<file path="src/rtl/exc_trk_pkg.sv">
package exc_trk_pkg;
    parameter int PC_W        = 32;
    parameter int CAUSE_W     = 5;
    parameter int INSTR_BYTES = 4;
    parameter int N_STAGE     = 4;               // stages that may raise a fault
    localparam int N_BND      = N_STAGE;         // pipeline registers IF/ID .. MEM/WB
    localparam int WB_IDX     = N_BND - 1;

    typedef struct packed {
        logic               vld;
        logic [PC_W-1:0]    pc;
        logic               slot;
        logic [PC_W-1:0]    bpc;
        logic               exc;
        logic [CAUSE_W-1:0] cause;
    } stat_t;

    localparam stat_t STAT_NOP = '0;
endpackage

</file>
<file path="src/rtl/exc_merge.sv">
import exc_trk_pkg::*;

// Folds one stage's fault strobe into the status record of the instruction it holds.
module exc_merge (
    input  logic               clk,
    input  logic               rst_n,
    input  stat_t              stat_i,
    input  logic               flt_i,
    input  logic [CAUSE_W-1:0] cause_i,
    output stat_t              stat_o,
    output logic               kill_o
);
    logic take_new;

    always_comb begin
        stat_o   = stat_i;
        take_new = stat_i.vld && flt_i && !stat_i.exc;
        if (take_new) begin
            stat_o.exc   = 1'b1;
            stat_o.cause = cause_i;
        end
        kill_o = stat_i.vld && (stat_i.exc || flt_i);
    end

    // earlier cause is never replaced
    assert_first_cause_R3: assert property (@(posedge clk) disable iff (!rst_n)
        (stat_i.vld && stat_i.exc) |-> (stat_o.cause == stat_i.cause));

    // bubbles never pick up a fault
    assert_bubble_clean_R11: assert property (@(posedge clk) disable iff (!rst_n)
        (!stat_i.vld && !stat_i.exc) |-> !stat_o.exc);
endmodule

</file>
<file path="src/rtl/exc_commit.sv">
import exc_trk_pkg::*;

// Writeback decision and restart-PC capture.
module exc_commit (
    input  logic               clk,
    input  logic               rst_n,
    input  stat_t              wb_i,
    output logic               commit_o,
    output logic [PC_W-1:0]    epc0_o,
    output logic [PC_W-1:0]    epc1_o,
    output logic [CAUSE_W-1:0] cause_o,
    output logic               slot_o
);
    typedef struct packed {
        logic [PC_W-1:0]    epc0;
        logic [PC_W-1:0]    epc1;
        logic [CAUSE_W-1:0] cause;
        logic               slot;
    } save_t;

    save_t save_d, save_q;
    logic  take;

    always_comb begin
        take   = wb_i.vld && wb_i.exc;
        save_d = save_q;
        if (take) begin
            save_d.cause = wb_i.cause;
            save_d.slot  = wb_i.slot;
            if (wb_i.slot) begin
                save_d.epc0 = wb_i.bpc;
                save_d.epc1 = wb_i.pc;
            end else begin
                save_d.epc0 = wb_i.pc;
                save_d.epc1 = wb_i.pc + PC_W'(INSTR_BYTES);
            end
        end
    end

    always_ff @(posedge clk) begin
        if (!rst_n) save_q <= '0;
        else        save_q <= save_d;
    end

    assign commit_o = take;
    assign epc0_o   = save_q.epc0;
    assign epc1_o   = save_q.epc1;
    assign cause_o  = save_q.cause;
    assign slot_o   = save_q.slot;

    assert_seq_epc_R9: assert property (@(posedge clk) disable iff (!rst_n)
        (take && !wb_i.slot) |=> (epc1_o == epc0_o + PC_W'(INSTR_BYTES)) && !slot_o);

    assert_slot_epc_R10: assert property (@(posedge clk) disable iff (!rst_n)
        (take && wb_i.slot) |=> slot_o && (epc1_o == $past(wb_i.pc)));
endmodule

</file>
<file path="src/rtl/exc_trk_top.sv">
import exc_trk_pkg::*;

module exc_trk_top #(
    parameter logic [PC_W-1:0] HANDLER_PC = 32'h0000_0080
) (
    input  logic               clk,
    input  logic               rst_n,
    input  logic               if_valid_i,
    input  logic [PC_W-1:0]    if_pc_i,
    input  logic               id_branch_i,
    input  logic               flt_if_i,
    input  logic [CAUSE_W-1:0] cause_if_i,
    input  logic               flt_id_i,
    input  logic [CAUSE_W-1:0] cause_id_i,
    input  logic               flt_ex_i,
    input  logic [CAUSE_W-1:0] cause_ex_i,
    input  logic               flt_mem_i,
    input  logic [CAUSE_W-1:0] cause_mem_i,
    output logic               ex_kill_o,
    output logic               mem_store_kill_o,
    output logic               wb_wr_kill_o,
    output logic               commit_o,
    output logic               flush_o,
    output logic [PC_W-1:0]    redirect_pc_o,
    output logic [PC_W-1:0]    epc0_o,
    output logic [PC_W-1:0]    epc1_o,
    output logic [CAUSE_W-1:0] cause_o,
    output logic               epc_slot_o
);
    // pipe_q[0]=IF/ID, [1]=ID/EX, [2]=EX/MEM, [3]=MEM/WB
    stat_t pipe_d [N_BND];
    stat_t pipe_q [N_BND];

    stat_t              stage_in  [N_STAGE];
    stat_t              stage_out [N_STAGE];
    logic               stage_kill[N_STAGE];
    logic               flt_v     [N_STAGE];
    logic [CAUSE_W-1:0] cause_v   [N_STAGE];
    logic               commit;

    always_comb begin
        flt_v[0] = flt_if_i;  cause_v[0] = cause_if_i;
        flt_v[1] = flt_id_i;  cause_v[1] = cause_id_i;
        flt_v[2] = flt_ex_i;  cause_v[2] = cause_ex_i;
        flt_v[3] = flt_mem_i; cause_v[3] = cause_mem_i;
    end

    // fetch stage record is built from the inputs
    always_comb begin
        stage_in[0]       = STAT_NOP;
        stage_in[0].vld   = if_valid_i;
        stage_in[0].pc    = if_pc_i;
        stage_in[0].slot  = if_valid_i && id_branch_i && pipe_q[0].vld;
        stage_in[0].bpc   = pipe_q[0].pc;
    end

    genvar s;
    generate
        for (s = 1; s < N_STAGE; s++) begin : g_feed
            assign stage_in[s] = pipe_q[s-1];
        end
        for (s = 0; s < N_STAGE; s++) begin : g_merge
            exc_merge i_merge (
                .clk    (clk),
                .rst_n  (rst_n),
                .stat_i (stage_in[s]),
                .flt_i  (flt_v[s]),
                .cause_i(cause_v[s]),
                .stat_o (stage_out[s]),
                .kill_o (stage_kill[s])
            );
        end
    endgenerate

    exc_commit i_commit (
        .clk     (clk),
        .rst_n   (rst_n),
        .wb_i    (pipe_q[WB_IDX]),
        .commit_o(commit),
        .epc0_o  (epc0_o),
        .epc1_o  (epc1_o),
        .cause_o (cause_o),
        .slot_o  (epc_slot_o)
    );

    always_comb begin
        for (int b = 0; b < N_BND; b++) begin
            pipe_d[b] = commit ? STAT_NOP : stage_out[b];
        end
    end

    always_ff @(posedge clk) begin
        if (!rst_n) begin
            for (int b = 0; b < N_BND; b++) pipe_q[b] <= STAT_NOP;
        end else begin
            for (int b = 0; b < N_BND; b++) pipe_q[b] <= pipe_d[b];
        end
    end

    assign ex_kill_o        = stage_kill[2] || (commit && stage_in[2].vld);
    assign mem_store_kill_o = stage_kill[3] || (commit && stage_in[3].vld);
    assign wb_wr_kill_o     = pipe_q[WB_IDX].vld && pipe_q[WB_IDX].exc;
    assign commit_o         = commit;
    assign flush_o          = commit;
    assign redirect_pc_o    = HANDLER_PC;

    logic any_vld;
    always_comb begin
        any_vld = 1'b0;
        for (int b = 0; b < N_BND; b++) any_vld = any_vld | pipe_q[b].vld;
    end

    assert_flush_empty_R5: assert property (@(posedge clk) disable iff (!rst_n)
        commit |=> !any_vld);

    assert_one_commit_R4: assert property (@(posedge clk) disable iff (!rst_n)
        commit |=> !commit);

    assert_wb_kill_R6: assert property (@(posedge clk) disable iff (!rst_n)
        commit |-> wb_wr_kill_o);

    assert_store_kill_R7: assert property (@(posedge clk) disable iff (!rst_n)
        (pipe_q[2].vld && pipe_q[2].exc) |-> mem_store_kill_o);
endmodule

</file>
<file path="config.mk">
export PLATFORM = sky130hd
export DESIGN_NAME = exc_trk_top
export DESIGN_NICKNAME = d
export VERILOG_FILES = /design/src/rtl/exc_trk_pkg.sv /design/src/rtl/exc_merge.sv /design/src/rtl/exc_commit.sv /design/src/rtl/exc_trk_top.sv
export SDC_FILE = /design/constraint.sdc
export NUM_CORES = 1
export LEC_CHECK = 0
export ABC_AREA = 0
export CAP_MARGIN = 20
export CORE_MARGIN = 4
export CORE_UTILIZATION = 50
export DETAILED_ROUTE_END_ITERATION = 10
export DONT_BUFFER_PORTS = 1
export GPL_ROUTABILITY_DRIVEN = 0
export GPL_TIMING_DRIVEN = 1
export PLACE_DENSITY = 0.72
export SYNTH_ARGS = -nofsm -noshare
export SYNTH_HDL_FRONTEND = slang
export SYNTH_SLANG_ARGS = --single-unit
</file>
<file path="constraint.sdc">
create_clock -name clk -period 2.7 [get_ports clk]
set_clock_uncertainty 0.05 [all_clocks]
set_input_delay 0.135 -clock clk [delete_from_list [all_inputs] [get_ports clk]]
set_output_delay 0.135 -clock clk [all_outputs]
set_load 0.005 [all_outputs]
</file>
==> results of run 1 <==
## Yosys cell counts, types with 2 or more instances
cell type    n  share of area (%)
a211oi_1    35                2.9
a21oi_1     19                1.1
a31oi_1     13               0.91
a32oi_1      2               0.20
and3_1     169                 12
buf_1        7               0.29
buf_2        4               0.22
buf_4       34                2.8
clkbuf_1    61                2.5
conb_1       2              0.084
dfxtp_1    262                 58
inv_1        7               0.29
mux2i_1     47                5.2
nand2_1     37                1.5
nand2b_1     3               0.21
nand3_1      8               0.45
nand3b_1     3               0.25
nand4_1      8               0.56
nand4b_1     2               0.20
nor2_1      64                2.7
nor3_1       4               0.22
nor4_1       5               0.35
o21ai_0     25                1.4
o31a_1       4               0.39
o31ai_1      9               0.75
or3_1        5               0.35
or4_1       12                1.0
xnor2_1      8               0.78
xor2_1       2               0.20
## state kept, by name, summed over array words and instances, names as in the netlist
name	cells
i_commit.epc1_o	32
i_commit.slot_o	1
i_commit.epc0_o	32
i_commit.cause_o	5
pipe_q	192
## power groups by stage
stage	registers [mW]	logic, mW	clock network [mW]
6_report	3.98	0.235	3.90
5_1_grt	3.99	0.263	4.15
4_1_cts	3.98	0.234	3.97
3_5_place_dp	4.07	0.123	0
3_3_place_gp	4.07	0.122	0
2_1_floorplan	4.06	0.164	0
## stage by stage
stage	utilization, %	hold WS [ns]	cells	power, mW
2_1_floorplan	-	0.207	908	4.22
3_3_place_gp	51.1	0.212	1034	4.19
3_5_place_dp	51.1	0.214	1034	4.19
4_1_cts	60.8	0.00727	1152	8.19
5_1_grt	60.8	0.0407	1152	8.40
6_report	60.8	0.00300	1152	8.12
## layout by cell type, fill, tap and decap left out, types with 2 or more instances in the layout
cell,count
dfxtp_1,261
a211oi_1,35
and3_1,169
nand3_1,8
buf_4,6
bufinv_16,4
or3_1,5
dlygate4sd3_1,69
a31oi_1,13
o21ai_0,25
or4_1,12
a32oi_1,2
nand3b_1,3
clkbuf_8,10
nor2_1,64
xor2_1,2
o31ai_1,9
o31a_1,4
inv_1,6
nand2_1,36
nand2b_1,3
conb_1,32
buf_12,2
xnor2_1,8
nand4_1,8
clkinv_2,4
clkbuf_16,27
nor3_1,4
mux2i_1,47
a21oi_1,19
nor4_1,5
nand4b_1,2
## cells by family after synthesis
kind of cell	count (synthesis)	synth area share (%)
simple gates	331	20.8
flops	262	58.4
buf+inv	114	6.32
compound gates	111	8.00
mux	47	5.24
xor+xnor	10	0.975
other cells	2	0.0836
fa+ha+maj	1	0.139
## per-layer routing
layer | share of wire (%) | vias to the layer above | global-route usage [%] | wire length [um]
li1 | - | 3087 | - | -
met1 | 46 | 2722 | 25.3 | 8430
met2 | 44 | 201 | 27.3 | 8080
met3 | 8.0 | 31 | 4.17 | 1470
met4 | 2.0 | 0 | 5.25 | 367
met5 | 0 | - | 0 | 0
## area by class of cell
type / count / area share (%)
Sequential cell: 262 / 49.4
Multi-Input combinational cell: 532 / 31.0
Clock buffer: 38 / 7.69
Timing Repair Buffer: 78 / 7.56
Tap cell: 225 / 2.65
Clock inverter: 10 / 1.47
Inverter: 7 / 0.271
## worst reg2reg max path, delay by kind of cell, from the launching register on
kind                   cells  cell delay, ns
AND/OR/NAND/NOR            3            0.96
buffers and inverters      2            0.93
flip-flops                 1            0.33
## how the worst max path moves through the flow
stage | from | endpoint | slack (ns) | cells after the start
after floorplan | pipe_q[2][9]$_SDFF_PP0_ | i_commit.epc1_o[26]$_SDFFE_PN0N_ | 0.74 | 6
after global placement | pipe_q[2][9]$_SDFF_PP0_ | i_commit.epc1_o[30]$_SDFFE_PN0N_ | 0.57 | 5
after detailed placement | pipe_q[2][9]$_SDFF_PP0_ | i_commit.epc1_o[26]$_SDFFE_PN0N_ | 0.46 | 5
after CTS | pipe_q[3][5]$_SDFF_PP0_ | pipe_q[0][5]$_SDFF_PP0_ | 0.35 | 5
after global routing | pipe_q[3][5]$_SDFF_PP0_ | pipe_q[0][5]$_SDFF_PP0_ | 0.18 | 5
final | pipe_q[3][5]$_SDFF_PP0_ | pipe_q[0][5]$_SDFF_PP0_ | 0.37 | 5
## what timing repair did
action,CTS,global route
hold buffers,70,0
gates resized for setup,0,0
endpoints found under the hold margin,211,0
==> results.tsv, run 1 <==
stage	metric	value	unit
route	drc	0	
clock_network	clk_pin_slew	0.06	ns
worst_setup_path	cpPeakStageDelay	0.54	ns
route	avgViaCountPerCell	5.24	
worst_setup_path	cp_num_buf_inv	2	
synth	syn_area_per_cell	10.2	sq um
worst_setup_path	crit_fanout	122	
floorplanning	io_pins	167	
timing	setup_viol	0	
grt	track_usage	17.8	%
synth	synth_flop_cell	dfxtp_1	
floorplanning	core	17500	sq um
worst_setup_path	worstSetupEndpointType	flip-flop	
route	detail-route-antenna-nets	0	
power_and_ir_drop	p_comb_share	2.9	%
grt	grt_pass1_vias	5791	
min_path	hp-start	rst_n	
worst_setup_path	rr_endpoint	pipe_q[0][5]$_SDFF_PP0_	
timing	hold_viol_final	0	
min_path	holdPathStages	3	
synth	syn_inst	878	
power_and_ir_drop	pwr_density_cell	764	nW/um^2
worst_setup_path	rrSetupSlack	0.37	ns
synth	synth-warning-count	0	
clock_network	clk_latency	0.51	ns
flow_run	drv_cap	0	
synth	yosysSeqAreaShare	58.4	%
timing	tightest_slew	0.887	ns
cells_and_area	multi_input_area	3290	sq um
clock_network	h-tree-depth	1	
worst_setup_path	crit_chain	nand2_4 > buf_12 > and3_1 > and2_1 > dlygate4sd3_1	
worst_setup_path	crit_slowest_cell	dlygate4sd3_1	
timing	fin_crit	2.33	ns
power_and_ir_drop	p_sw	1.56	mW
power_and_ir_drop	p_clk_share	48.0	%
floorplanning	start_util	51.4	%
cells_and_area	n_fill_cell	1468	
grt	grt_max_degree	178	
clock_network	cts_made_buffers	26	
worst_setup_path	worst_ep_required_time	3.10	ns
route	dr.pass1.iters	4	
worst_setup_path	crit_type	flip-flop to flip-flop	
floorplanning	fp.dieH	142	um
timing	finalSetupTns	0	ns
synth	synth-async-reset-ratio	0	%
worst_setup_path	cp.arrival	2.73	ns
route	drt_iter0_markers	473	
synth	syn_area	8980	sq um
power_and_ir_drop	sw_frac_of_total	19.3	%
grt	grt_first_pass_wirelength	30.0	mm
synth	synth_edf_count	0	
route	post_drt_wl_per_cell	15.9	um
cells_and_area	design_area	10600	sq um
clock_network	postCtsSetupBuffers	0	
grt	antenna_found_initial	0	
clock_network	cts.path.max_buffers	3	
worst_setup_path	r2r_cells	5	
timing	slew_viol_final	0	
timing	slew_headroom	40.7	%
synth	ys_types	46	
cells_and_area	num_antenna_cells	0	
worst_setup_path	path_delay_family	simple AND/OR/NAND/NOR gates	
timing	finalCritPeriodShare	86.1	%
clock_network	cts_tree	done	
power_and_ir_drop	peakVddDrop	0.561	mV
cells_and_area	nets	968	
clock_network	cts.sinks	262	
grt	grt_overflow	0	
route	vias	6041	
place	hpwl	11.1	mm
timing	fin_ws	0.375	ns
min_path	hold_path_class	input port to flip-flop	
place	port_buffers	0	
floorplanning	die_w	142	um
power_and_ir_drop	p_leak	4.54	nW
place	dpl_cell_area	8930	sq um
synth	ys_seq_elements	262	
cells_and_area	drive_gt1_share	6.90	%
cells_and_area	ff_latch_area	5250	sq um
worst_setup_path	reg2reg_from	pipe_q[3][5]$_SDFF_PP0_	
min_path	min_to	i_commit.epc1_o[22]$_SDFFE_PN0N_	
power_and_ir_drop	pwr-share-seq	49.1	%
route	wirelength	18.4	mm
status	status	completed	
power_and_ir_drop	p_int	6.55	mW
clock_network	cts-root-buf	clkbuf_16	
worst_setup_path	start_kind	flip-flop	
timing	clock.fmax	430	MHz
cells_and_area	area_growth_syn_to_layout	18.3	%
floorplanning	rows	48	
place	place_ws	0.462	ns
floorplanning	dieArea	20200	sq um
timing	rsz0062_at_grt	no	
Note: power is estimated with default switching activity, not from simulation.
==> inputs of run 2 (changes only) <==
--- a/config.mk
+++ b/config.mk
@@ -6,14 +6,13 @@
 export NUM_CORES = 1
 export LEC_CHECK = 0
 export ABC_AREA = 0
-export CAP_MARGIN = 20
+export CAP_MARGIN = 15
 export CORE_MARGIN = 4
 export CORE_UTILIZATION = 50
 export DETAILED_ROUTE_END_ITERATION = 10
 export DONT_BUFFER_PORTS = 1
 export GPL_ROUTABILITY_DRIVEN = 0
 export GPL_TIMING_DRIVEN = 1
-export PLACE_DENSITY = 0.72
 export SYNTH_ARGS = -nofsm -noshare
 export SYNTH_HDL_FRONTEND = slang
 export SYNTH_SLANG_ARGS = --single-unit
==> run 2 against run 1 <==
- critical path depth down 1
- final cell count rose by 0.43%
- register-to-register slack improved by 0.08 ns
- largest power group unchanged
- sequential power barely moved
- sequential share of layout area is 0.18 points lower
- via count is 1.9% higher
- power is 1.1% lower
- clock-buffer cell count is 2 higher
- die area is the same
- routed wire length is 1.9% higher
==> results.tsv, run 2 (synthesis results as in run 1) <==
stage	metric	value	unit
timing	slew_headroom	39.1	%
place	dp.cells	1032	
grt	track_usage	18.1	%
route	detail-route-antenna-nets	0	
worst_setup_path	cp_num_buf_inv	2	
grt	grt_overflow	0	
timing	slew_viol_final	0	
timing	fin_crit	2.24	ns
cells_and_area	largest_reg_flops	192	
min_path	holdPathStages	3	
clock_network	cts_tree	done	
power_and_ir_drop	pwr_density_cell	753	nW/um^2
clock_network	cts-root-buf	clkbuf_16	
worst_setup_path	cp.arrival	2.64	ns
power_and_ir_drop	finalPower	8.03	mW
worst_setup_path	crit_fanout	77	
grt	grt_pass1_vias	5883	
cells_and_area	nets	975	
route	avgViaCountPerCell	5.32	
clock_network	clk_pin_slew	0.06	ns
min_path	min_to	i_commit.epc1_o[23]$_SDFFE_PN0N_	
min_path	hold_path_class	input port to flip-flop	
timing	rsz0062_at_grt	no	
floorplanning	rows	48	
worst_setup_path	crit_slowest_cell	buf_4	
route	drc	0	
place	hpwl	11.5	mm
clock_network	cts.path.max_buffers	3	
cells_and_area	area_growth_syn_to_layout	18.7	%
clock_network	h-tree-depth	1	
power_and_ir_drop	p_sw	1.54	mW
worst_setup_path	rrSetupSlack	0.46	ns
timing	setup_viol	0	
route	wirelength	18.7	mm
route	dr.pass1.iters	5	
clock_network	cts.sinks	262	
power_and_ir_drop	peakVddDrop	0.653	mV
place	place_ws	0.507	ns
grt	grt_max_degree	170	
worst_setup_path	reg2reg_from	pipe_q[3][71]$_SDFF_PP0_	
worst_setup_path	crit_chain	nand2_4 > buf_4 > and3_1 > dlygate4sd3_1	
timing	hold_viol_final	0	
floorplanning	dieArea	20200	sq um
worst_setup_path	start_kind	flip-flop	
place	port_buffers	0	
cells_and_area	fin_util	61.0	%
floorplanning	core	17500	sq um
worst_setup_path	cpPeakStageDelay	0.55	ns
cells_and_area	fin_cells	1157	
route	post_drt_wl_per_cell	16.2	um
cells_and_area	layout_commonest_cell	dfxtp_1	
worst_setup_path	rr_endpoint	pipe_q[0][67]$_SDFF_PP0_	
worst_setup_path	path_delay_family	buffers and inverters	
power_and_ir_drop	p_comb_share	3.0	%
grt	grt_first_pass_wirelength	30.4	mm
floorplanning	start_util	51.4	%
worst_setup_path	worstSetupEndpointType	flip-flop	
worst_setup_path	cp.depth	4	
floorplanning	die_w	142	um
route	vias	6158	
min_path	hp-start	rst_n	
timing	fin_ws	0.456	ns
cells_and_area	num_antenna_cells	0	
place	dpl_cell_area	8910	sq um
floorplanning	fp.dieH	142	um
cells_and_area	drive_gt1_share	6.44	%
cells_and_area	design_area	10700	sq um
cells_and_area	regMostFlops	pipe_q	
power_and_ir_drop	p_int	6.49	mW
floorplanning	io_pins	167	
timing	finalCritPeriodShare	83.1	%
status	status	completed	
power_and_ir_drop	p_leak	4.56	nW
timing	hold_slack	0.0277	ns
worst_setup_path	crit_type	flip-flop to flip-flop	
flow_run	drv_cap	0	
power_and_ir_drop	pwr-share-seq	49.7	%
worst_setup_path	worst_ep_required_time	3.10	ns
cells_and_area	layout_common_cells	dfxtp_1 (261), and3_1 (169), dlygate4sd3_1 (77)	
timing	tightest_slew	0.911	ns
power_and_ir_drop	sw_frac_of_total	19.1	%
power_and_ir_drop	p_clk_share	47.3	%
timing	finalSetupTns	0	ns
grt	antenna_found_initial	0	
timing	clock.fmax	446	MHz
worst_setup_path	r2r_cells	4	
clock_network	clk_latency	0.51	ns
clock_network	cts_made_buffers	27	
route	drt_iter0_markers	559	
[run 2: repair_timing]
item / in CTS / in global routing
gates resized for setup: 0 / 0
endpoints found under the hold margin: 211 / 0
hold buffers: 78 / 0
setup buffers: 0 / 0
[run 2: how the worst max path moves through the flow]
| stage | end | from |
|---|---|---|
| global placement | i_commit.epc1_o[30]$_SDFFE_PN0N_ | pipe_q[2][9]$_SDFF_PP0_ |
| CTS | i_commit.epc1_o[20]$_SDFFE_PN0N_ | pipe_q[2][9]$_SDFF_PP0_ |
| detailed placement | i_commit.epc1_o[20]$_SDFFE_PN0N_ | pipe_q[2][9]$_SDFF_PP0_ |
| floorplan | i_commit.epc1_o[26]$_SDFFE_PN0N_ | pipe_q[2][9]$_SDFF_PP0_ |
| global route | i_commit.epc1_o[22]$_SDFFE_PN0N_ | pipe_q[2][9]$_SDFF_PP0_ |
| finish | pipe_q[0][67]$_SDFF_PP0_ | pipe_q[3][71]$_SDFF_PP0_ |
[run 2: area by class of cell]
cell class | count | area [sq um]
fillers | 1399 | 6820
flip-flops and latches | 262 | 5250
multi-input cells | 532 | 3290
repair buffers | 84 | 868
clock buffers | 40 | 835
well taps | 225 | 282
clock inverters | 7 | 113
inverters | 7 | 28.8
[run 2: power groups by stage]
stage                     Sequential [mW]  Clock (mW)  Combinational, mW
after floorplan                      4.06           0              0.164
after global placement               4.07           0              0.121
after detailed placement             4.07           0              0.123
after CTS                            3.99        3.88              0.241
after global routing                 3.99        4.04              0.273
final                                3.99        3.80              0.244
[run 2: worst reg2reg max path: stages, from the launching register on]
cell and delay, ns:
dfxtp_1 0.33, nand2_4 0.41, buf_4 0.58, and3_1 0.26
dlygate4sd3_1 0.55
[run 2: metal layers]
| layer | GRT usage (%) | part of all wire, % | vias up |
|---|---|---|---|
| met2 | 28.5 | 45 | 194 |
| met1 | 25.2 | 45 | 2830 |
| li1 | - | - | 3096 |
| met4 | 5.35 | 2.4 | 0 |
| met5 | 0 | 0 | - |
| met3 | 3.76 | 7.0 | 38 |
